===== src/rtl/tmr_oc_pkg.sv =====
package tmr_oc_pkg;

    typedef enum logic [1:0] {
        WGM_NORMAL = 2'b00,
        WGM_CTC    = 2'b01,
        WGM_FAST   = 2'b10,
        WGM_PHASE  = 2'b11
    } wgm_e;

    typedef enum logic [1:0] {
        PIN_OFF    = 2'b00,
        PIN_TOGGLE = 2'b01,
        PIN_CLEAR  = 2'b10,
        PIN_SET    = 2'b11
    } pin_e;

    typedef struct packed {
        pin_e pin;
        wgm_e wgm;
    } ctl_t;

    localparam int CTL_W = $bits(ctl_t);

    typedef struct packed {
        logic top;
        logic bottom;
        logic up;
    } seq_evt_t;

    function automatic logic is_pwm(wgm_e w);
        return (w == WGM_FAST) || (w == WGM_PHASE);
    endfunction

    function automatic logic pin_apply(pin_e pm, logic cur);
        case (pm)
            PIN_TOGGLE: return !cur;
            PIN_CLEAR:  return 1'b0;
            PIN_SET:    return 1'b1;
            default:    return 1'b0;
        endcase
    endfunction

endpackage


===== src/rtl/tmr_oc_counter.sv =====
module tmr_oc_counter
    import tmr_oc_pkg::*;
#(
    parameter int W = 8
) (
    input  logic         clk,
    input  logic         rst,
    input  logic         tick,
    input  logic         wr_cnt,
    input  logic [W-1:0] wr_data,
    input  wgm_e         wgm,
    input  logic         hit,
    output logic [W-1:0] count,
    output logic         blk,
    output seq_evt_t     evt
);
    localparam logic [W-1:0] MAXV = {W{1'b1}};
    localparam logic [W-1:0] ONE  = {{(W-1){1'b0}}, 1'b1};

    logic [W-1:0] cnt_q, cnt_n;
    logic         up_q, up_n;
    logic         blk_q;
    logic         adv;

    assign adv = tick && !wr_cnt;

    always_comb begin
        cnt_n = cnt_q + ONE;
        up_n  = 1'b1;
        case (wgm)
            WGM_CTC:   if (hit) cnt_n = '0;
            WGM_PHASE: begin
                up_n = up_q;
                if (up_q) begin
                    if (cnt_q == MAXV) begin
                        cnt_n = MAXV - ONE;
                        up_n  = 1'b0;
                    end
                end else if (cnt_q == '0) begin
                    cnt_n = ONE;
                    up_n  = 1'b1;
                end else begin
                    cnt_n = cnt_q - ONE;
                end
            end
            default: ;
        endcase
    end

    always_comb begin
        evt.up     = up_q;
        evt.top    = adv && (wgm == WGM_PHASE) && up_q && (cnt_q == MAXV);
        evt.bottom = adv && (((wgm == WGM_FAST) && (cnt_q == MAXV)) ||
                             ((wgm == WGM_PHASE) && !up_q && (cnt_q == '0)));
    end

    always_ff @(posedge clk) begin
        if (rst) begin
            cnt_q <= '0;
            up_q  <= 1'b1;
            blk_q <= 1'b0;
        end else if (wr_cnt) begin
            cnt_q <= wr_data;
            blk_q <= 1'b1;
        end else if (tick) begin
            cnt_q <= cnt_n;
            up_q  <= up_n;
            blk_q <= 1'b0;
        end
    end

    assign count = cnt_q;
    assign blk   = blk_q;

    p_hold_r12: assert property (@(posedge clk) disable iff (rst)
        (!tick && !wr_cnt) |=> $stable(cnt_q));
    p_wrap_r2: assert property (@(posedge clk) disable iff (rst)
        (adv && wgm == WGM_NORMAL && cnt_q == MAXV) |=> (cnt_q == '0));
    p_load_r8: assert property (@(posedge clk) disable iff (rst)
        wr_cnt |=> (cnt_q == $past(wr_data)));
endmodule


===== src/rtl/tmr_oc_cmpreg.sv =====
module tmr_oc_cmpreg
    import tmr_oc_pkg::*;
#(
    parameter int W = 8
) (
    input  logic         clk,
    input  logic         rst,
    input  logic         wr_cmp,
    input  logic [W-1:0] wr_data,
    input  wgm_e         wgm,
    input  logic         load,
    output logic [W-1:0] ocr
);
    logic [W-1:0] shadow_q, act_q;
    logic         pwm;

    assign pwm = is_pwm(wgm);

    always_ff @(posedge clk) begin
        if (rst) begin
            shadow_q <= '0;
            act_q    <= '0;
        end else begin
            if (wr_cmp) shadow_q <= wr_data;
            if (!pwm && wr_cmp)   act_q <= wr_data;
            else if (pwm && load) act_q <= shadow_q;
        end
    end

    assign ocr = act_q;

    p_direct_r9: assert property (@(posedge clk) disable iff (rst)
        (wr_cmp && !pwm) |=> (act_q == $past(wr_data)));
    p_shadow_hold_r10: assert property (@(posedge clk) disable iff (rst)
        (pwm && !load) |=> $stable(act_q));
endmodule


===== src/rtl/tmr_oc_wave.sv =====
module tmr_oc_wave
    import tmr_oc_pkg::*;
(
    input  logic     clk,
    input  logic     rst,
    input  ctl_t     ctl,
    input  logic     hit,
    input  seq_evt_t evt,
    input  logic     force_cmp,
    input  logic     flag_clr,
    output logic     wave,
    output logic     flag
);
    logic pin_q, pin_n, flag_q;
    logic pwm, hit_up, hi_lvl;

    assign pwm    = is_pwm(ctl.wgm);
    assign hit_up = hit && ((ctl.wgm == WGM_FAST) || evt.up);
    assign hi_lvl = (ctl.pin == PIN_CLEAR);

    always_comb begin
        pin_n = pin_q;
        if (ctl.pin == PIN_OFF) begin
            pin_n = 1'b0;
        end else if (!pwm) begin
            if (hit || force_cmp) pin_n = pin_apply(ctl.pin, pin_q);
        end else if (ctl.pin == PIN_TOGGLE) begin
            pin_n = 1'b0;
        end else if (evt.bottom) begin
            pin_n = hi_lvl;
        end else if (hit_up) begin
            pin_n = !hi_lvl;
        end
    end

    always_ff @(posedge clk) begin
        if (rst) begin
            pin_q  <= 1'b0;
            flag_q <= 1'b0;
        end else begin
            pin_q <= pin_n;
            if (hit)           flag_q <= 1'b1;
            else if (flag_clr) flag_q <= 1'b0;
        end
    end

    assign wave = pin_q;
    assign flag = flag_q;

    p_flag_set_r5: assert property (@(posedge clk) disable iff (rst)
        hit |=> flag_q);
    p_flag_sticky_r5: assert property (@(posedge clk) disable iff (rst)
        (flag_q && !flag_clr) |=> flag_q);
    p_pin_off_r6: assert property (@(posedge clk) disable iff (rst)
        (ctl.pin == PIN_OFF) |=> !pin_q);
    p_force_noflag_r7: assert property (@(posedge clk) disable iff (rst)
        (force_cmp && !hit && !flag_q) |=> !flag_q);
endmodule


===== src/rtl/tmr_oc_top.sv =====
module tmr_oc_top
    import tmr_oc_pkg::*;
#(
    parameter int CNT_W = 8
) (
    input  logic             clk,
    input  logic             rst,
    input  logic             tick,
    input  logic             wr_cnt,
    input  logic             wr_cmp,
    input  logic             wr_ctl,
    input  logic [CNT_W-1:0] wr_data,
    input  logic             force_cmp,
    input  logic             flag_clr,
    output logic             wave,
    output logic             flag,
    output logic [CNT_W-1:0] count
);
    ctl_t             ctl_q;
    logic [CNT_W-1:0] cnt, ocr;
    logic             blk, hit, load;
    seq_evt_t         evt;

    always_ff @(posedge clk) begin
        if (rst)         ctl_q <= '{pin: PIN_OFF, wgm: WGM_NORMAL};
        else if (wr_ctl) ctl_q <= ctl_t'(wr_data[CTL_W-1:0]);
    end

    assign hit  = tick && !wr_cnt && !blk && (cnt == ocr);
    assign load = (ctl_q.wgm == WGM_FAST) ? evt.bottom : evt.top;

    tmr_oc_counter #(.W(CNT_W)) u_cnt (
        .clk(clk), .rst(rst), .tick(tick), .wr_cnt(wr_cnt),
        .wr_data(wr_data), .wgm(ctl_q.wgm), .hit(hit),
        .count(cnt), .blk(blk), .evt(evt)
    );

    tmr_oc_cmpreg #(.W(CNT_W)) u_cmp (
        .clk(clk), .rst(rst), .wr_cmp(wr_cmp), .wr_data(wr_data),
        .wgm(ctl_q.wgm), .load(load), .ocr(ocr)
    );

    tmr_oc_wave u_wave (
        .clk(clk), .rst(rst), .ctl(ctl_q), .hit(hit), .evt(evt),
        .force_cmp(force_cmp), .flag_clr(flag_clr),
        .wave(wave), .flag(flag)
    );

    assign count = cnt;

    p_block_r8: assert property (@(posedge clk) disable iff (rst)
        wr_cnt |=> !hit);
    p_tick_gate_r12: assert property (@(posedge clk) disable iff (rst)
        (!tick && !flag && !flag_clr) |=> !flag);
    p_force_count_r7: assert property (@(posedge clk) disable iff (rst)
        (force_cmp && !tick && !wr_cnt) |=> $stable(count));
endmodule


===== config.mk =====
export PLATFORM = sky130hd
export DESIGN_NAME = tmr_oc_top
export DESIGN_NICKNAME = d
export VERILOG_FILES = /design/src/rtl/tmr_oc_pkg.sv /design/src/rtl/tmr_oc_counter.sv /design/src/rtl/tmr_oc_cmpreg.sv /design/src/rtl/tmr_oc_wave.sv /design/src/rtl/tmr_oc_top.sv
export SDC_FILE = /design/constraint.sdc
export NUM_CORES = 1
export LEC_CHECK = 0
export BUFFER_PORTS_ARGS = -buffer_cell sky130_fd_sc_hd__buf_2
export CAP_MARGIN = 15
export CORE_MARGIN = 8
export CORE_UTILIZATION = 43
export CTS_BUF_LIST = sky130_fd_sc_hd__clkbuf_8
export CTS_CLUSTER_DIAMETER = 150
export CTS_CLUSTER_SIZE = 30
export DETAILED_ROUTE_END_ITERATION = 16
export PLACE_DENSITY = 0.66
export SLEW_MARGIN = 20
export SYNTH_ARGS = -nofsm -noshare
export SYNTH_HDL_FRONTEND = slang
export SYNTH_HIERARCHICAL = 1
export SYNTH_SLANG_ARGS = --single-unit

===== constraint.sdc =====
create_clock -name clk -period 3.5 [get_ports clk]
set_clock_uncertainty 0.15 [all_clocks]
set_input_delay 0.7 -clock clk [delete_from_list [all_inputs] [get_ports clk]]
set_output_delay 0.7 -clock clk [all_outputs]
set_load 0.02 [all_outputs]

[After elaboration in Yosys (flattened, before gate mapping)]
Cells that the tools add are included.
Widths: inputs -> output; s select.
Operators by class
  $add $sub $neg: 2
  multipliers: 0
  divide/modulo/power cells: 0
  $lt $le $gt $ge: 0
  eq/ne operators: 9
  shift-type cells: 0
  mux-type cells: 24
  bitwise logic cells: 1
  reduce and logical (&&, ||, !) cells: 32
Operators with widths (count)
  $mux 8: 8
  $pmux 8 s2: 1
  $mux 1: 14
  $logic_and 1x1->1: 13
  $add 8x1->8 const B: 1
  $eq 2x2->1 const B: 4
  $eq 8x8->1: 1
  $eq 8x8->1 const B: 1
  $logic_not 8->1: 1
  $reduce_bool 2->1: 4
  $sub 8x1->8 const B: 1
  $logic_not 1->1: 6
  $eq 2x1->1 const B: 2
  $logic_or 1x1->1: 4
  $ne 4x2->1 const B: 1
  $reduce_and 2->1: 2
  $logic_not 2->1: 1
  $pmux 1 s2: 1
  $reduce_or 2->1: 1
  $not 1->1: 1
Storage, ports and cells
  flip-flop bits (word level): 32
  bits in latches: 0
  bits in writable memories: 0
  ROM bits: 0
  input port bits: 16
  output and inout bits: 10
  word-level logic and storage cells: 77
  memories: 0

[Depth between registers and ports, before layout]
  word-level depth: 9
  mapped depth: 9
  gate-level depth less buffers: 9

[Cells and area by module]
Netlist, hierarchy kept.
By module, submodules not included
  tmr_oc_counter: instances 1, cells each 146, area an instance 1069.8 um^2, sequential area each 200.2 um^2
  tmr_oc_cmpreg: instances 1, cells each 69, area an instance 779.5 um^2, sequential area each 320.3 um^2
  tmr_oc_top: instances 1, cells each 27, area an instance 252.7 um^2, sequential area each 80.1 um^2
  tmr_oc_wave: instances 1, cells each 18, area an instance 142.6 um^2, sequential area each 40.0 um^2

[Worst setup path after synthesis]
No wires, ideal clock.
  path kind: reg2reg
  start point: register u_cnt.cnt_q[4] (netlist: u_cnt/count[4])
  end point: register u_cmp.act_q[0] (netlist: u_cmp/ocr[0])
  setup time: 0.103 ns
  arrival: 2.755 ns
  required time: 3.247 ns
  setup slack: 0.491 ns
  cell stages (with the launch flop): 9
  buffers on the path: 1
  period minus slack after synthesis: 3.009 ns
  cells stage by stage: dfxtp_1 > buf_6 > or4_4 > nand4b_1 > mux2_2 > nor3b_1 > mux2_2 > mux2i_4 > a2111oi_2
RTL lines
  from (decl): RTL line tmr_oc_counter.sv:20  | logic [W-1:0] cnt_q, cnt_n;
  from (signal assigned): RTL line tmr_oc_counter.sv:63  | cnt_q <= wr_data;
  from (signal assigned): RTL line tmr_oc_counter.sv:66  | cnt_q <= cnt_n;
  to (signal assigned): RTL line tmr_oc_cmpreg.sv:25  | if (!pwm && wr_cmp) act_q <= wr_data;
  to (signal assigned): RTL line tmr_oc_cmpreg.sv:26  | else if (pwm && load) act_q <= shadow_q;
  to (decl): RTL line tmr_oc_cmpreg.sv:14  | logic [W-1:0] shadow_q, act_q;

==> impl_results.rst <==
.. list-table::
   :header-rows: 1

   * - Metric
     - Value
   * - Status
     - finished clean
   * - Buffer cell driving the clock tree root
     - sky130_fd_sc_hd__clkbuf_8
   * - Number of buffers on the longest clock path
     - 2
   * - Total count of max-transition violations in the final report
     - 0
   * - Count of standard-cell rows
     - 26
   * - Crit path time final
     - 3.07 ns
   * - Die area
     - 7790 um^2
   * - Post-Syn Area
     - 2240 um^2
   * - Antenna violations before repair
     - 0
   * - Clock Sink Count
     - 32
   * - CTS resizes
     - 0
   * - Power per cell area
     - around 380 nW/um^2
   * - Final-layout setup total negative slack
     - 0 ns
   * - Unrepaired setup endpoints after global routing
     - no
   * - Number of buffers created by CTS
     - 5
   * - Most used flip-flop cell after synthesis
     - sky130_fd_sc_hd__dfxtp_1
   * - Number of instances in the placed design
     - around 350
   * - YS warnings
     - 6
   * - Synthesized-area fraction occupied by adder cells
     - under 10%
   * - Buffer count from post-CTS setup fixing
     - 0
   * - Post-synthesis compound-gate area fraction
     - 22.2%
   * - Via Count
     - 2021
   * - Basic-gate share of the synthesized area counting and, or, nand and nor cells
     - 24.3%
   * - Die Span Y
     - about 88 um
   * - Power after layout
     - between 0.0009 and 0.001 W
   * - Capture point of the worst reg-to-reg path
     - u_cmp/ocr[2]
   * - Launch instance of the worst register-to-register path
     - u_cnt/count[4]
   * - Most common cell in the netlist
     - sky130_fd_sc_hd__dfxtp_1
   * - Area fraction of the dominant cell type after synthesis
     - 28.5%
   * - Total track usage
     - ~16%
   * - Endpoint with the worst hold slack
     - u_cmp/ocr[4]
   * - Number of nets at the end of the flow
     - 302
   * - Count of unique library cells instantiated by Yosys
     - 56
   * - Aggregate routed wire length
     - 5970 um
   * - Number of synthesized flops with an enable pin
     - 0
   * - Yosys top cell by area
     - sky130_fd_sc_hd__dfxtp_1
   * - Core ar.
     - between 5000 and 6000 um^2
   * - Max-capacitance violation count
     - 0
   * - Horizontal die dimension
     - 88.3 um
   * - Syn_area_per_cell
     - 8.63 um^2
   * - Class of the most critical setup path
     - register to register
   * - Final cell count without fillers
     - 354
   * - Origin of the worst min-delay path
     - u_cmp/ocr[4]
   * - Average vias per placed instance
     - around 5.7
   * - Antenna Violating Nets Remaining
     - 0
   * - Type of the worst min-delay path
     - register to register
   * - Worst Setup End Kind
     - register
   * - Clock slew seen by the registers of the worst setup and hold paths
     - 0.07 ns
   * - Number of cells produced by synthesis
     - 260
   * - Launching element type of the critical path
     - register
   * - Asr flop ratio synth
     - 0%
   * - R2r worst-path depth
     - 7
   * - Synth Net Count
     - 279
   * - Pin count of the biggest net entering global routing
     - 35
   * - Largest voltage drop on the vdd net
     - 0.144 mV
   * - Worst slew margin
     - 52.3%
   * - Ant. Diodes
     - 0
   * - Total global routing overflow
     - 0
   * - CP Data Arrival Time
     - 3.10 ns
   * - CTS H-tree depth
     - 2
   * - Reg2reg setup slack
     - 0.43 ns
   * - Main combinational cell family by area after synthesis
     - simple AND/OR/NAND/NOR gates
   * - Slew of the pin with the lowest slew margin
     - just over 0.7 ns
   * - Weighted congestion at the end of routability-driven global placement
     - between 0.9 and 1
   * - Io pins
     - 26
   * - Later-pin clock latency in the skew report
     - between 0.2 and 0.3 ns
   * - Final worst path period share
     - just under 90%
   * - 1st-pass router iterations
     - 4
   * - Mux cell area share after synthesis
     - 8.25%
   * - P_leak
     - slightly above 1 nW
   * - Clock tree from TritonCTS
     - built
   * - Cells on Worst Hold Path
     - 2
   * - Share of final-layout standard cells stronger than drive strength 1
     - 22.9%
   * - Half-perimeter wire length of the detailed placement result
     - approximately 4200 um
   * - XOR/XNOR share of the synthesized area
     - roughly 6.6%
   * - WL/cell
     - 16.9 um
   * - Part of the Yosys area used for sequential elements
     - 28.5%
   * - Port-buffer cells
     - 25
   * - Max Fanout on Critical Path
     - 9
   * - Hold violation count in the final report
     - 0
   * - Highest clock frequency the design can meet
     - roughly 330 MHz
   * - Post-synthesis to final-layout area growth
     - 11.7%
   * - Initial DRC count
     - roughly 130
   * - Global-route wire length before repair
     - 9720 um
   * - Initial core utilization
     - 44.2%
   * - Cts hold-fix bufs
     - 0
   * - Final setup fails
     - 0
   * - Required arrival time at the worst endpoint
     - 3.53 ns
   * - Register bit count reported by yosys
     - 32
   * - Largest cells by area after synthesis
     - sky130_fd_sc_hd__dfxtp_1 (29%), sky130_fd_sc_hd__mux2i_1 (6.2%), sky130_fd_sc_hd__nor3b_1 (5.7%)
   * - Utilization after layout
     - 49.4%
   * - DRC violation count after routing
     - 0
   * - Commonest cells post-synth
     - sky130_fd_sc_hd__dfxtp_1 (32), sky130_fd_sc_hd__a21oi_1 (20), sky130_fd_sc_hd__nor2_1 (20)
   * - Via count of the first global-routing pass
     - 1866
==> flip-flops by register name (all words and copies together), names as in the netlist <==
| signal | cells |
|---|---|
| u_wave/flag | 1 |
| ctl_q | 4 |
| u_wave/wave | 1 |
| u_cnt/count | 8 |
| u_cnt/blk | 1 |
| u_cmp/ocr | 8 |
| u_cmp/shadow_q | 8 |
| u_cnt/up_q | 1 |
==> worst max-delay path by stage <==
stage                         startpoint      endpoint  slack [ns]  cells after the start
after global routing      u_cnt/count[5]  u_cmp/ocr[4]        0.28                      7
final                     u_cnt/count[4]  u_cmp/ocr[2]        0.43                      7
after global placement    u_cnt/count[4]  u_cmp/ocr[3]        0.58                      7
after CTS                 u_cnt/count[4]  u_cmp/ocr[2]        0.46                      7
after floorplan           u_cnt/count[4]  u_cmp/ocr[0]        0.49                      8
after detailed placement  u_cnt/count[4]  u_cmp/ocr[2]        0.49                      7
==> area by class of cell <==
type / instances / area, um^2
well taps: 70 / 87.6
clock inverters: 3 / 38.8
repair buffers: 34 / 193
flip-flops and latches: 32 / 641
multi-input cells: 193 / 1420
clock buffers: 5 / 68.8
inverters: 17 / 63.8
fillers: 519 / 2570
==> routing by layer <==
metal	global-route usage, %	vias to the layer above	share of wire [%]
li1	-	998	-
met1	21.1	951	46
met2	24.1	68	45
met3	4.27	4	8.3
met4	6.76	0	1.0
met5	0	-	0
==> cells by family after synthesis <==
group / count (synthesis)
XOR/XNOR: 17
buffers and inverters: 35
adder cells (fa/ha/maj): 3
multiplexers: 17
flip-flops: 32
AND/OR/NAND/NOR: 90
AO/OA/AOI/OAI: 66
==> critical path, cell delays in order, from the launching register on <==
cell and delay, ns:
sky130_fd_sc_hd__dfxtp_1 0.41, sky130_fd_sc_hd__or4_4 0.62, sky130_fd_sc_hd__nand4b_1 0.26, sky130_fd_sc_hd__mux2_2 0.31, sky130_fd_sc_hd__nor3b_1 0.30, sky130_fd_sc_hd__mux2_2 0.34, sky130_fd_sc_hd__mux2i_4 0.18, sky130_fd_sc_hd__a2111oi_2 0.39
==> cells in the final DEF, fill, tap and decap left out, types with 5 or more instances in the layout <==
cell / n
sky130_fd_sc_hd__dfxtp_1: 32
sky130_fd_sc_hd__buf_2: 25
sky130_fd_sc_hd__nor2_1: 20
sky130_fd_sc_hd__a21oi_1: 20
sky130_fd_sc_hd__inv_1: 18
sky130_fd_sc_hd__nor3b_1: 17
sky130_fd_sc_hd__mux2i_1: 14
sky130_fd_sc_hd__xor2_1: 11
sky130_fd_sc_hd__nand2_1: 11
sky130_fd_sc_hd__buf_4: 9
sky130_fd_sc_hd__o21ai_0: 9
sky130_fd_sc_hd__nor3_1: 8
sky130_fd_sc_hd__a2111oi_2: 8
sky130_fd_sc_hd__and3b_2: 7
sky130_fd_sc_hd__nand3_1: 7
sky130_fd_sc_hd__xnor2_1: 6
sky130_fd_sc_hd__clkbuf_8: 5
==> metrics by stage <==
step | setup slack [ns] | hold slack (ns) | area, um^2
after floorplan | 0.491 | 0.301 | 2240
after global placement | 0.575 | 0.316 | 2400
after detailed placement | 0.491 | 0.324 | 2400
after CTS | 0.460 | 0.336 | 2510
after global routing | 0.281 | 0.350 | 2510
final | 0.426 | 0.332 | 2510
==> power breakdown <==
part	leakage (nW)	internal (W)	switching, W
clock network	0.0593	0.000208	0.000144
registers	0.264	0.000387	0.0000217
logic	0.695	0.0000783	0.000106
total	1.02	0.000673	0.000272
Note: power is estimated with default switching activity, not from simulation.
